--- config.mk ---
export PLATFORM = sky130hd
export DESIGN_NAME = tmr16_multimode
export DESIGN_NICKNAME = d
export VERILOG_FILES = /design/src/rtl/tmr16_pkg.sv /design/src/rtl/tmr16_edge.sv /design/src/rtl/tmr16_regs.sv /design/src/rtl/tmr16_count.sv /design/src/rtl/tmr16_flags.sv /design/src/rtl/tmr16_multimode.sv
export SDC_FILE = /design/constraint.sdc
export NUM_CORES = 1
export LEC_CHECK = 0
export BUFFER_PORTS_ARGS = -buffer_cell sky130_fd_sc_hd__buf_2
export CAP_MARGIN = 10
export CORE_MARGIN = 5
export CORE_UTILIZATION = 50
export CTS_CLUSTER_SIZE = 30
export DETAILED_ROUTE_END_ITERATION = 8
export PLACE_DENSITY = 0.74
export SLEW_MARGIN = 20
export SYNTH_ARGS = -nofsm -noshare
export SYNTH_HDL_FRONTEND = slang
export SYNTH_SLANG_ARGS = --single-unit
--- constraint.sdc ---
create_clock -name clk -period 4.35 [get_ports clk]
set_clock_uncertainty 0.15 [all_clocks]
set_input_delay 0.87 -clock clk [delete_from_list [all_inputs] [get_ports clk]]
set_output_delay 0.87 -clock clk [all_outputs]
set_load 0.01 [all_outputs]
--- src/rtl/tmr16_pkg.sv ---
package tmr16_pkg;
  localparam logic [2:0] MODE_IDLE = 3'd0;
  localparam logic [2:0] MODE_PWM  = 3'd1;
  localparam logic [2:0] MODE_EVT  = 3'd2;
  localparam logic [2:0] MODE_CAP  = 3'd3;

  localparam logic [1:0] SEL_CTRL = 2'd0;
  localparam logic [1:0] SEL_RLA  = 2'd1;
  localparam logic [1:0] SEL_RLB  = 2'd2;
  localparam logic [1:0] SEL_CNT  = 2'd3;

  localparam int CTRL_RUN_BIT  = 3;
  localparam int CTRL_POLA_BIT = 4;
  localparam int CTRL_POLB_BIT = 5;
endpackage

--- src/rtl/tmr16_edge.sv ---
module tmr16_edge #(
  parameter int STAGES = 2
) (
  input  logic clk,
  input  logic rst_n,
  input  logic din,
  output logic rise,
  output logic fall
);
  // sh[STAGES-1] is the synchronized level, sh[STAGES] its previous value
  logic [STAGES:0] sh;

  always_ff @(posedge clk or negedge rst_n) begin
    if (!rst_n) sh <= '0;
    else        sh <= {sh[STAGES-1:0], din};
  end

  assign rise = sh[STAGES-1] & ~sh[STAGES];
  assign fall = ~sh[STAGES-1] & sh[STAGES];
endmodule

--- src/rtl/tmr16_regs.sv ---
module tmr16_regs
  import tmr16_pkg::*;
#(
  parameter int W = 16
) (
  input  logic         clk,
  input  logic         rst_n,
  input  logic         wr_en,
  input  logic [1:0]   wr_sel,
  input  logic [W-1:0] wr_data,
  input  logic         cap_a,
  input  logic         cap_b,
  input  logic [W-1:0] cnt,
  output logic [2:0]   mode,
  output logic         run,
  output logic         pol_a,
  output logic         pol_b,
  output logic [W-1:0] rld_a,
  output logic [W-1:0] rld_b
);
  always_ff @(posedge clk or negedge rst_n) begin
    if (!rst_n) begin
      mode  <= MODE_IDLE;
      run   <= 1'b0;
      pol_a <= 1'b0;
      pol_b <= 1'b0;
    end else if (wr_en && wr_sel == SEL_CTRL) begin
      mode  <= wr_data[2:0];
      run   <= wr_data[CTRL_RUN_BIT];
      pol_a <= wr_data[CTRL_POLA_BIT];
      pol_b <= wr_data[CTRL_POLB_BIT];
    end
  end

  // software write has priority over a capture in the same cycle
  always_ff @(posedge clk or negedge rst_n) begin
    if (!rst_n) begin
      rld_a <= '0;
      rld_b <= '0;
    end else begin
      if (wr_en && wr_sel == SEL_RLA) rld_a <= wr_data;
      else if (cap_a)                 rld_a <= cnt;
      if (wr_en && wr_sel == SEL_RLB) rld_b <= wr_data;
      else if (cap_b)                 rld_b <= cnt;
    end
  end
endmodule

--- src/rtl/tmr16_count.sv ---
module tmr16_count
  import tmr16_pkg::*;
#(
  parameter int W = 16
) (
  input  logic         clk,
  input  logic         rst_n,
  input  logic [2:0]   mode,
  input  logic         run,
  input  logic         evt_edge,
  input  logic         wr_cnt,
  input  logic [W-1:0] wr_data,
  input  logic [W-1:0] rld_a,
  input  logic [W-1:0] rld_b,
  output logic [W-1:0] cnt,
  output logic         pwm_out,
  output logic         underflow
);
  logic [W-1:0] cnt_d;
  logic         out_d;
  logic         zero;

  assign zero = (cnt == '0);

  always_comb begin
    cnt_d     = cnt;
    out_d     = pwm_out;
    underflow = 1'b0;
    case (mode)
      MODE_PWM: if (run) begin
        if (zero) begin
          underflow = 1'b1;
          out_d     = ~pwm_out;
          cnt_d     = pwm_out ? rld_b : rld_a;
        end else begin
          cnt_d = cnt - 1'b1;
        end
      end
      MODE_EVT: if (run && evt_edge) begin
        if (zero) begin
          underflow = 1'b1;
          cnt_d     = rld_a;
        end else begin
          cnt_d = cnt - 1'b1;
        end
      end
      MODE_CAP: begin
        underflow = zero;
        cnt_d     = cnt - 1'b1;
      end
      default: ;
    endcase
    if (wr_cnt) cnt_d = wr_data;
  end

  always_ff @(posedge clk or negedge rst_n) begin
    if (!rst_n) begin
      cnt     <= '0;
      pwm_out <= 1'b0;
    end else begin
      cnt     <= cnt_d;
      pwm_out <= out_d;
    end
  end
endmodule

--- src/rtl/tmr16_flags.sv ---
module tmr16_flags #(
  parameter int N = 2
) (
  input  logic         clk,
  input  logic         rst_n,
  input  logic [N-1:0] set,
  input  logic [N-1:0] clr,
  output logic [N-1:0] pend
);
  for (genvar i = 0; i < N; i++) begin : g_flag
    always_ff @(posedge clk or negedge rst_n) begin
      if (!rst_n)      pend[i] <= 1'b0;
      else if (set[i]) pend[i] <= 1'b1;
      else if (clr[i]) pend[i] <= 1'b0;
    end
  end
endmodule

--- src/rtl/tmr16_multimode.sv ---
module tmr16_multimode
  import tmr16_pkg::*;
#(
  parameter int W           = 16,
  parameter int SYNC_STAGES = 2
) (
  input  logic         clk,
  input  logic         rst_n,
  input  logic         wr_en,
  input  logic [1:0]   wr_sel,
  input  logic [W-1:0] wr_data,
  input  logic         clr_a,
  input  logic         clr_b,
  input  logic         tio_in,
  input  logic         capb_in,
  output logic         tio_out,
  output logic         tio_oe,
  output logic [W-1:0] cnt_o,
  output logic [W-1:0] rld_a_o,
  output logic [W-1:0] rld_b_o,
  output logic         pend_a,
  output logic         pend_b
);
  localparam int NPIN = 2;

  logic [NPIN-1:0] pin_raw, pin_rise, pin_fall;
  logic [2:0]      mode_q;
  logic            run_q, pol_a, pol_b;
  logic            cap_a, cap_b, uf;
  logic [W-1:0]    cnt_q, rld_a, rld_b;
  logic [1:0]      flag_set, flag_pend;

  assign pin_raw = {capb_in, tio_in};

  for (genvar g = 0; g < NPIN; g++) begin : g_pin
    tmr16_edge #(.STAGES(SYNC_STAGES)) u_edge (
      .clk  (clk),
      .rst_n(rst_n),
      .din  (pin_raw[g]),
      .rise (pin_rise[g]),
      .fall (pin_fall[g])
    );
  end

  assign cap_a = (mode_q == MODE_CAP) && (pol_a ? pin_fall[0] : pin_rise[0]);
  assign cap_b = (mode_q == MODE_CAP) && (pol_b ? pin_fall[1] : pin_rise[1]);

  tmr16_regs #(.W(W)) u_regs (
    .clk    (clk),
    .rst_n  (rst_n),
    .wr_en  (wr_en),
    .wr_sel (wr_sel),
    .wr_data(wr_data),
    .cap_a  (cap_a),
    .cap_b  (cap_b),
    .cnt    (cnt_q),
    .mode   (mode_q),
    .run    (run_q),
    .pol_a  (pol_a),
    .pol_b  (pol_b),
    .rld_a  (rld_a),
    .rld_b  (rld_b)
  );

  tmr16_count #(.W(W)) u_count (
    .clk      (clk),
    .rst_n    (rst_n),
    .mode     (mode_q),
    .run      (run_q),
    .evt_edge (pin_rise[0]),
    .wr_cnt   (wr_en && wr_sel == SEL_CNT),
    .wr_data  (wr_data),
    .rld_a    (rld_a),
    .rld_b    (rld_b),
    .cnt      (cnt_q),
    .pwm_out  (tio_out),
    .underflow(uf)
  );

  // capture mode routes underflow to flag B, the counting modes to flag A
  assign flag_set[0] = cap_a | (uf && mode_q != MODE_CAP);
  assign flag_set[1] = cap_b | (uf && mode_q == MODE_CAP);

  tmr16_flags #(.N(2)) u_flags (
    .clk  (clk),
    .rst_n(rst_n),
    .set  (flag_set),
    .clr  ({clr_b, clr_a}),
    .pend (flag_pend)
  );

  assign pend_a  = flag_pend[0];
  assign pend_b  = flag_pend[1];
  assign tio_oe  = (mode_q == MODE_PWM);
  assign cnt_o   = cnt_q;
  assign rld_a_o = rld_a;
  assign rld_b_o = rld_b;
endmodule

# Word level (Yosys, flattened, before mapping)
# Index checks and enable logic that the tools add are counted.
# W data, S select, Z words.
# classes
bitwise,11
addsub,1
n_reduce_logical,18
n_mux,21
eq_ne,9
# ops
operator,n
$mux W16,10
$pmux W16 S3,1
$logic_not A16 Y1,1
$sub A16 B1 Y16 const B,1
$logic_and A1 B1 Y1,9
$mux W1,9
$reduce_bool A2 Y1,4
$eq A3 B2 Y1 const B,2
$ne A3 B1 Y1 const B,2
$reduce_and A3 Y1,2
$not A1 Y1,5
$and A1 B1 Y1,4
$eq A2 B2 Y1 const B,2
$reduce_bool A4 Y1,1
$eq A3 B1 Y1 const B,1
$ne A3 B2 Y1 const B,1
$pmux W1 S3,1
$eq A2 B1 Y1 const B,1
$logic_not A2 Y1,1
$or A1 B1 Y1,2
# word_totals
ff_bits,63
word_cells,72

# Depth between registers and ports, before layout
# depth
ltp_word,8
depth_mapped,8
ltp_nobuf,7

# Cells and area by module
# A second synthesis with hierarchy kept.
# unflattened
hier_cells,326
hier_area_um2,3963.8
# modules_own_cells
mod,area_each_um2,instances,cells_per_inst
tmr16_regs,2023.2,1,117
tmr16_count,1607.8,1,183
tmr16_edge,90.1,2,5
tmr16_multimode,80.1,1,10
tmr16_flags,72.6,1,6

# Worst setup path after synthesis
# OpenSTA, ideal clock, no wires.
# synth_path
path_kind,register to register
start,reg u_count.cnt[7]
end,reg u_count.cnt[2]
t_arrival_ps,2261
synth_period_minus_slack_ps,2535
stages_incl_launch_ff,9
n_path_buf,3
required_time_ps,4076
setup_slack_ps,1815
setup_ps,124
path_cell_list,dfrtp_1 > buf_6 > or4_4 > buf_6 > or4_4 > buf_6 > nor2_8 > nor3b_1 > o31a_1
# synth_via
elab_chain_len,5
elab_cells_between_ends,7
# synth_rtl
element,line,text
"start, declared",tmr16_count.sv:15,"output logic [W-1:0] cnt,"
"start signal, assigned",tmr16_count.sv:61,cnt <= cnt_d;
$logic_not A16 Y1 *,tmr16_count.sv:23,assign zero = (cnt == '0);
$mux W16 (on tied branches),"tmr16_count.sv:40, tmr16_count.sv:31",
$mux W16 (on tied branches),"tmr16_count.sv:39, tmr16_count.sv:30",
$pmux W16 S3 *,tmr16_count.sv:29,case (mode)
$mux W16 *,tmr16_count.sv:53,if (wr_cnt) cnt_d = wr_data;
# Mark *: on every way between the ends. The rest lies on a longest branch, timed or not. The select of a mux whose other input is x is not followed.
# A chain may end at the register's enable or synchronous reset.

# Worst setup path in the final report
# layout_path
start,reg u_count.cnt[0]
end,reg u_count.cnt[3]
# layout_via
elab_chain_len,5
elab_cells_between_ends,8
# layout_rtl
element,line
$sub A16 B1 Y16 or $logic_not A16 Y1 (tied branches),n/a
$mux W16 (on tied branches),"tmr16_count.sv:40, tmr16_count.sv:31"
$mux W16 (on tied branches),"tmr16_count.sv:39, tmr16_count.sv:30"
$pmux W16 S3 *,tmr16_count.sv:29
$mux W16 *,tmr16_count.sv:53
# Marked as above.

==> metrics.txt <==
# TYPE chip_impl_metric gauge
chip_impl_info{name="run_status",value="complete, no violations"} 1
chip_impl_metric{name="routed-via-count",unit=""} 3181
chip_impl_info{name="cts_tree",value="built"} 1
chip_impl_metric{name="insertedDiodeCount",unit=""} 0
chip_impl_metric{name="max-slew-margin-rel",unit="%"} 29.2
chip_impl_metric{name="syn_avg_cell_area",unit="um^2"} 9.76
chip_impl_info{name="r2r_start",value="u_count.cnt[0]"} 1
chip_impl_metric{name="worst-r2r-cell-count",unit=""} 7
chip_impl_metric{name="post-dp-hpwl",unit="um"} 6790
chip_impl_metric{name="fp.dieH",unit="um"} 94.4
chip_impl_metric{name="cp.arrival",unit="ns"} 2.92
chip_impl_metric{name="gr-usage-all-layers",unit="%"} 22.7
chip_impl_metric{name="ir_worst_vdd",unit="V"} 0.000357
chip_impl_metric{name="timing_max_transition_violations_final",unit=""} 0
chip_impl_metric{name="post_cts.resized_instances",unit=""} 0
chip_impl_metric{name="syn_to_final_growth",unit="%"} 18.5
chip_impl_info{name="grt_setup_unrepaired",value="no"} 1
chip_impl_info{name="worstSetupStartpointType",value="flop"} 1
chip_impl_metric{name="crit_fanout",unit=""} 10
chip_impl_metric{name="power.total",unit="mW"} 2.34
chip_impl_metric{name="flip_flop_and_latch_count_after_synthesis",unit=""} 63
chip_impl_metric{name="dp_slack",unit="ns"} 1.52
chip_impl_info{name="timing.setup.critical_path_class",value="reg -> reg"} 1
chip_impl_metric{name="hold_buffers",unit=""} 0
chip_impl_metric{name="setup-violations-final",unit=""} 0
chip_impl_metric{name="placementRows",unit=""} 30
chip_impl_metric{name="detail_route.wl_per_cell",unit="um"} 18.0
chip_impl_metric{name="seq_area",unit="um^2"} 1580
chip_impl_metric{name="clk_pin_slew_worst_paths",unit="ns"} 0.07
chip_impl_metric{name="timing.max_cap.violations",unit=""} 0
chip_impl_metric{name="synth-async-reset-ratio",unit="%"} 100
chip_impl_metric{name="synth_area",unit="um^2"} 3560
chip_impl_info{name="synth_top_cell_by_area",value="sky130_fd_sc_hd__dfrtp_1"} 1
chip_impl_metric{name="cts_buffers",unit=""} 9
chip_impl_metric{name="hold_viol",unit=""} 0
chip_impl_info{name="worst_hold_path_type",value="reg -> reg"} 1
chip_impl_metric{name="setup_tns",unit="ns"} 0
chip_impl_metric{name="worst_hold_path.num_cells",unit=""} 0
chip_impl_info{name="mostFrequentLayoutCells",value="sky130_fd_sc_hd__buf_2, sky130_fd_sc_hd__dfrtp_1, sky130_fd_sc_hd__o21ai_0"} 1
chip_impl_metric{name="synth_enable_flop_cells",unit=""} 0
chip_impl_metric{name="route.antenna.remaining_nets",unit=""} 0
chip_impl_info{name="postSynth.topFlopCell",value="sky130_fd_sc_hd__dfrtp_1"} 1
chip_impl_metric{name="measured_slew_at_the_worst_slew_check_pin",unit="ns"} 1.04
chip_impl_metric{name="routed_via_density",unit=""} 5.96
chip_impl_info{name="min-delay-start",value="g_pin[1].u_edge.sh[0]"} 1
chip_impl_info{name="layout.cells.most_common",value="sky130_fd_sc_hd__buf_2"} 1
chip_impl_metric{name="post-cts-setup-buffer-count",unit=""} 0
chip_impl_metric{name="seq_area_frac_synth",unit="%"} 44.2
chip_impl_metric{name="die_x",unit="um"} 94.4
chip_impl_info{name="endpoint_kind",value="flop"} 1
chip_impl_metric{name="start_util",unit="%"} 51.9
chip_impl_metric{name="grt_overflow_total",unit=""} 0
chip_impl_info{name="clock_tree.root_cell",value="sky130_fd_sc_hd__clkbuf_8"} 1
chip_impl_metric{name="pin_count",unit=""} 77
chip_impl_metric{name="post_route_cells_drive_above_1_share",unit="%"} 26.7
chip_impl_metric{name="core_area",unit="um^2"} 6870
chip_impl_metric{name="cts_htree_levels",unit=""} 3
chip_impl_metric{name="fp.dieArea",unit="um^2"} 8920
chip_impl_metric{name="final.period_utilization",unit="%"} 65.4
chip_impl_metric{name="detail_route.first_pass.iterations",unit=""} 5
chip_impl_metric{name="grt_max_degree",unit=""} 42
chip_impl_metric{name="drt_first_iter_violations",unit=""} 160
chip_impl_metric{name="finalNonFillerCells",unit=""} 534
chip_impl_metric{name="multi_input_comb_area",unit="um^2"} 1860
chip_impl_metric{name="synthesis.instances",unit=""} 365
chip_impl_metric{name="tritoncts_num_sinks",unit=""} 63
chip_impl_metric{name="cts_max_path_buffers",unit=""} 2
chip_impl_metric{name="required",unit="ns"} 4.43
chip_impl_metric{name="insertion_delay",unit="ns"} 0.35
chip_impl_metric{name="drt_wl_total",unit="um"} 9630
chip_impl_metric{name="gp_congestion",unit=""} 0.909
chip_impl_info{name="synth.top_cells.by_area",value="sky130_fd_sc_hd__dfrtp_1, sky130_fd_sc_hd__mux2i_1, sky130_fd_sc_hd__o21ai_0, sky130_fd_sc_hd__nand2_1, sky130_fd_sc_hd__a22o_1"} 1
chip_impl_metric{name="global_route_wire_length_before_repair",unit="um"} 15700
chip_impl_metric{name="final.setup.worst_slack",unit="ns"} 1.51
chip_impl_metric{name="p_leak",unit="nW"} 1.72
chip_impl_metric{name="setup.reg_to_reg.worst_slack",unit="ns"} 1.51
chip_impl_metric{name="place.detailed.instances",unit=""} 518
chip_impl_metric{name="antenna_found_initial",unit=""} 0
chip_impl_metric{name="synth.yosys.warnings",unit=""} 0
chip_impl_metric{name="fmax",unit="GHz"} 0.352
chip_impl_metric{name="drc",unit=""} 0
chip_impl_metric{name="layout_min_cycle_time",unit="ns"} 2.84
chip_impl_metric{name="synthDominantCellAreaShare",unit="%"} 44.2
chip_impl_info{name="reg2reg_to",value="u_count.cnt[3]"} 1
chip_impl_metric{name="syn_nets",unit=""} 392
chip_impl_metric{name="layout.nets",unit=""} 460
chip_impl_metric{name="grt_pass1_vias",unit=""} 3055
chip_impl_metric{name="synth_cell_types",unit=""} 58
chip_impl_metric{name="power_per_cell_area",unit="nW/um^2"} 555
chip_impl_metric{name="final.fill_count",unit=""} 608
chip_impl_info{name="hold-path-endpoint",value="g_pin[1].u_edge.sh[1]"} 1
chip_impl_metric{name="placement.io_buffers",unit=""} 76
worst max path at each step:
| stage | startpoint | to | slack (ns) |
|---|---|---|---|
| 2_1_floorplan | u_count.cnt[7] | u_count.cnt[2] | 1.81 |
| 3_3_place_gp | wr_en | u_count.cnt[2] | 1.60 |
| 3_5_place_dp | u_count.cnt[0] | u_count.cnt[3] | 1.52 |
| 4_1_cts | u_count.cnt[0] | u_count.cnt[3] | 1.51 |
| 5_1_grt | u_count.cnt[0] | u_count.cnt[3] | 1.22 |
| 6_report | u_count.cnt[0] | u_count.cnt[3] | 1.51 |
cells in the mapped netlist, drive strengths merged (2+ instances only):
| cell type | n |
|---|---|
| a211oi | 4 |
| a21oi | 17 |
| a221oi | 5 |
| a22o | 11 |
| a22oi | 6 |
| a31oi | 3 |
| and2 | 2 |
| buf | 8 |
| clkbuf | 15 |
| dfrtp | 63 |
| ha | 2 |
| inv | 5 |
| mux2 | 6 |
| mux2i | 36 |
| nand2 | 45 |
| nand3 | 4 |
| nand3b | 3 |
| nor2 | 13 |
| nor2b | 5 |
| nor3 | 5 |
| nor3b | 3 |
| nor4 | 5 |
| o21ai | 50 |
| o22a | 3 |
| o22ai | 3 |
| o2bb2ai | 2 |
| o31a | 2 |
| o31ai | 4 |
| or3 | 5 |
| or3b | 3 |
| or4 | 5 |
| xnor2 | 2 |
| xor2 | 5 |
through the flow:
step,instance area (um^2),util [%],hold WS (ns)
2_1_floorplan,3560,-,0.181
3_3_place_gp,3980,58.0,0.182
3_5_place_dp,3980,58.0,0.186
4_1_cts,4220,61.4,0.202
5_1_grt,4220,61.5,0.209
6_report,4220,61.5,0.199
worst max-delay path, stage by stage (launching register included):
cell                       delay (ns)
sky130_fd_sc_hd__dfrtp_1         0.47
sky130_fd_sc_hd__inv_1           0.15
sky130_fd_sc_hd__ha_1            0.17
sky130_fd_sc_hd__or3b_2          0.51
sky130_fd_sc_hd__nor4_4          0.47
sky130_fd_sc_hd__nand2_1         0.34
sky130_fd_sc_hd__a221oi_1        0.35
sky130_fd_sc_hd__o21ai_0         0.12
cell type report:
cell class,count,share of cell area (%)
clock buffers,11,3.59
repair buffers,80,9.72
flip-flops and latches,63,37.3
clock inverters,5,1.90
inverters,5,0.445
multi-input cells,274,44.2
well taps,96,2.85
where the power goes:
group          internal (mW)  total [mW]  switching [mW]
registers              0.752       0.999           0.247
logic                  0.350       0.756           0.406
clock network          0.353       0.587           0.235
cells by family after synthesis:
| group | synth area share (%) |
|---|---|
| AOI/OAI and AO/OA | 21.5 |
| xor gates and xnor gates | 1.72 |
| adders and majority gates | 0.702 |
| buffers and inverters | 3.79 |
| DFF | 44.2 |
| muxes | 12.0 |
| and+or+nand+nor | 16.0 |
per-layer routing:
layer | track usage, % | share of wire (%) | up-vias
met5 | 0 | 0 | -
met4 | 8.66 | 1.8 | 0
met3 | 3.67 | 5.7 | 14
met2 | 35.2 | 47 | 112
met1 | 31.9 | 46 | 1555
li1 | - | - | 1500
state kept, by name, indices dropped and copies added (netlist names):
register and cells:
u_regs.pol_a 1, u_regs.rld_b 16, u_count.pwm_out 1, u_regs.rld_a 16
u_count.cnt 16, g_pin.u_edge.sh 6, u_regs.mode 3, u_flags.pend 2
u_regs.run 1, u_regs.pol_b 1
Note: power is estimated with default switching activity, not from simulation.
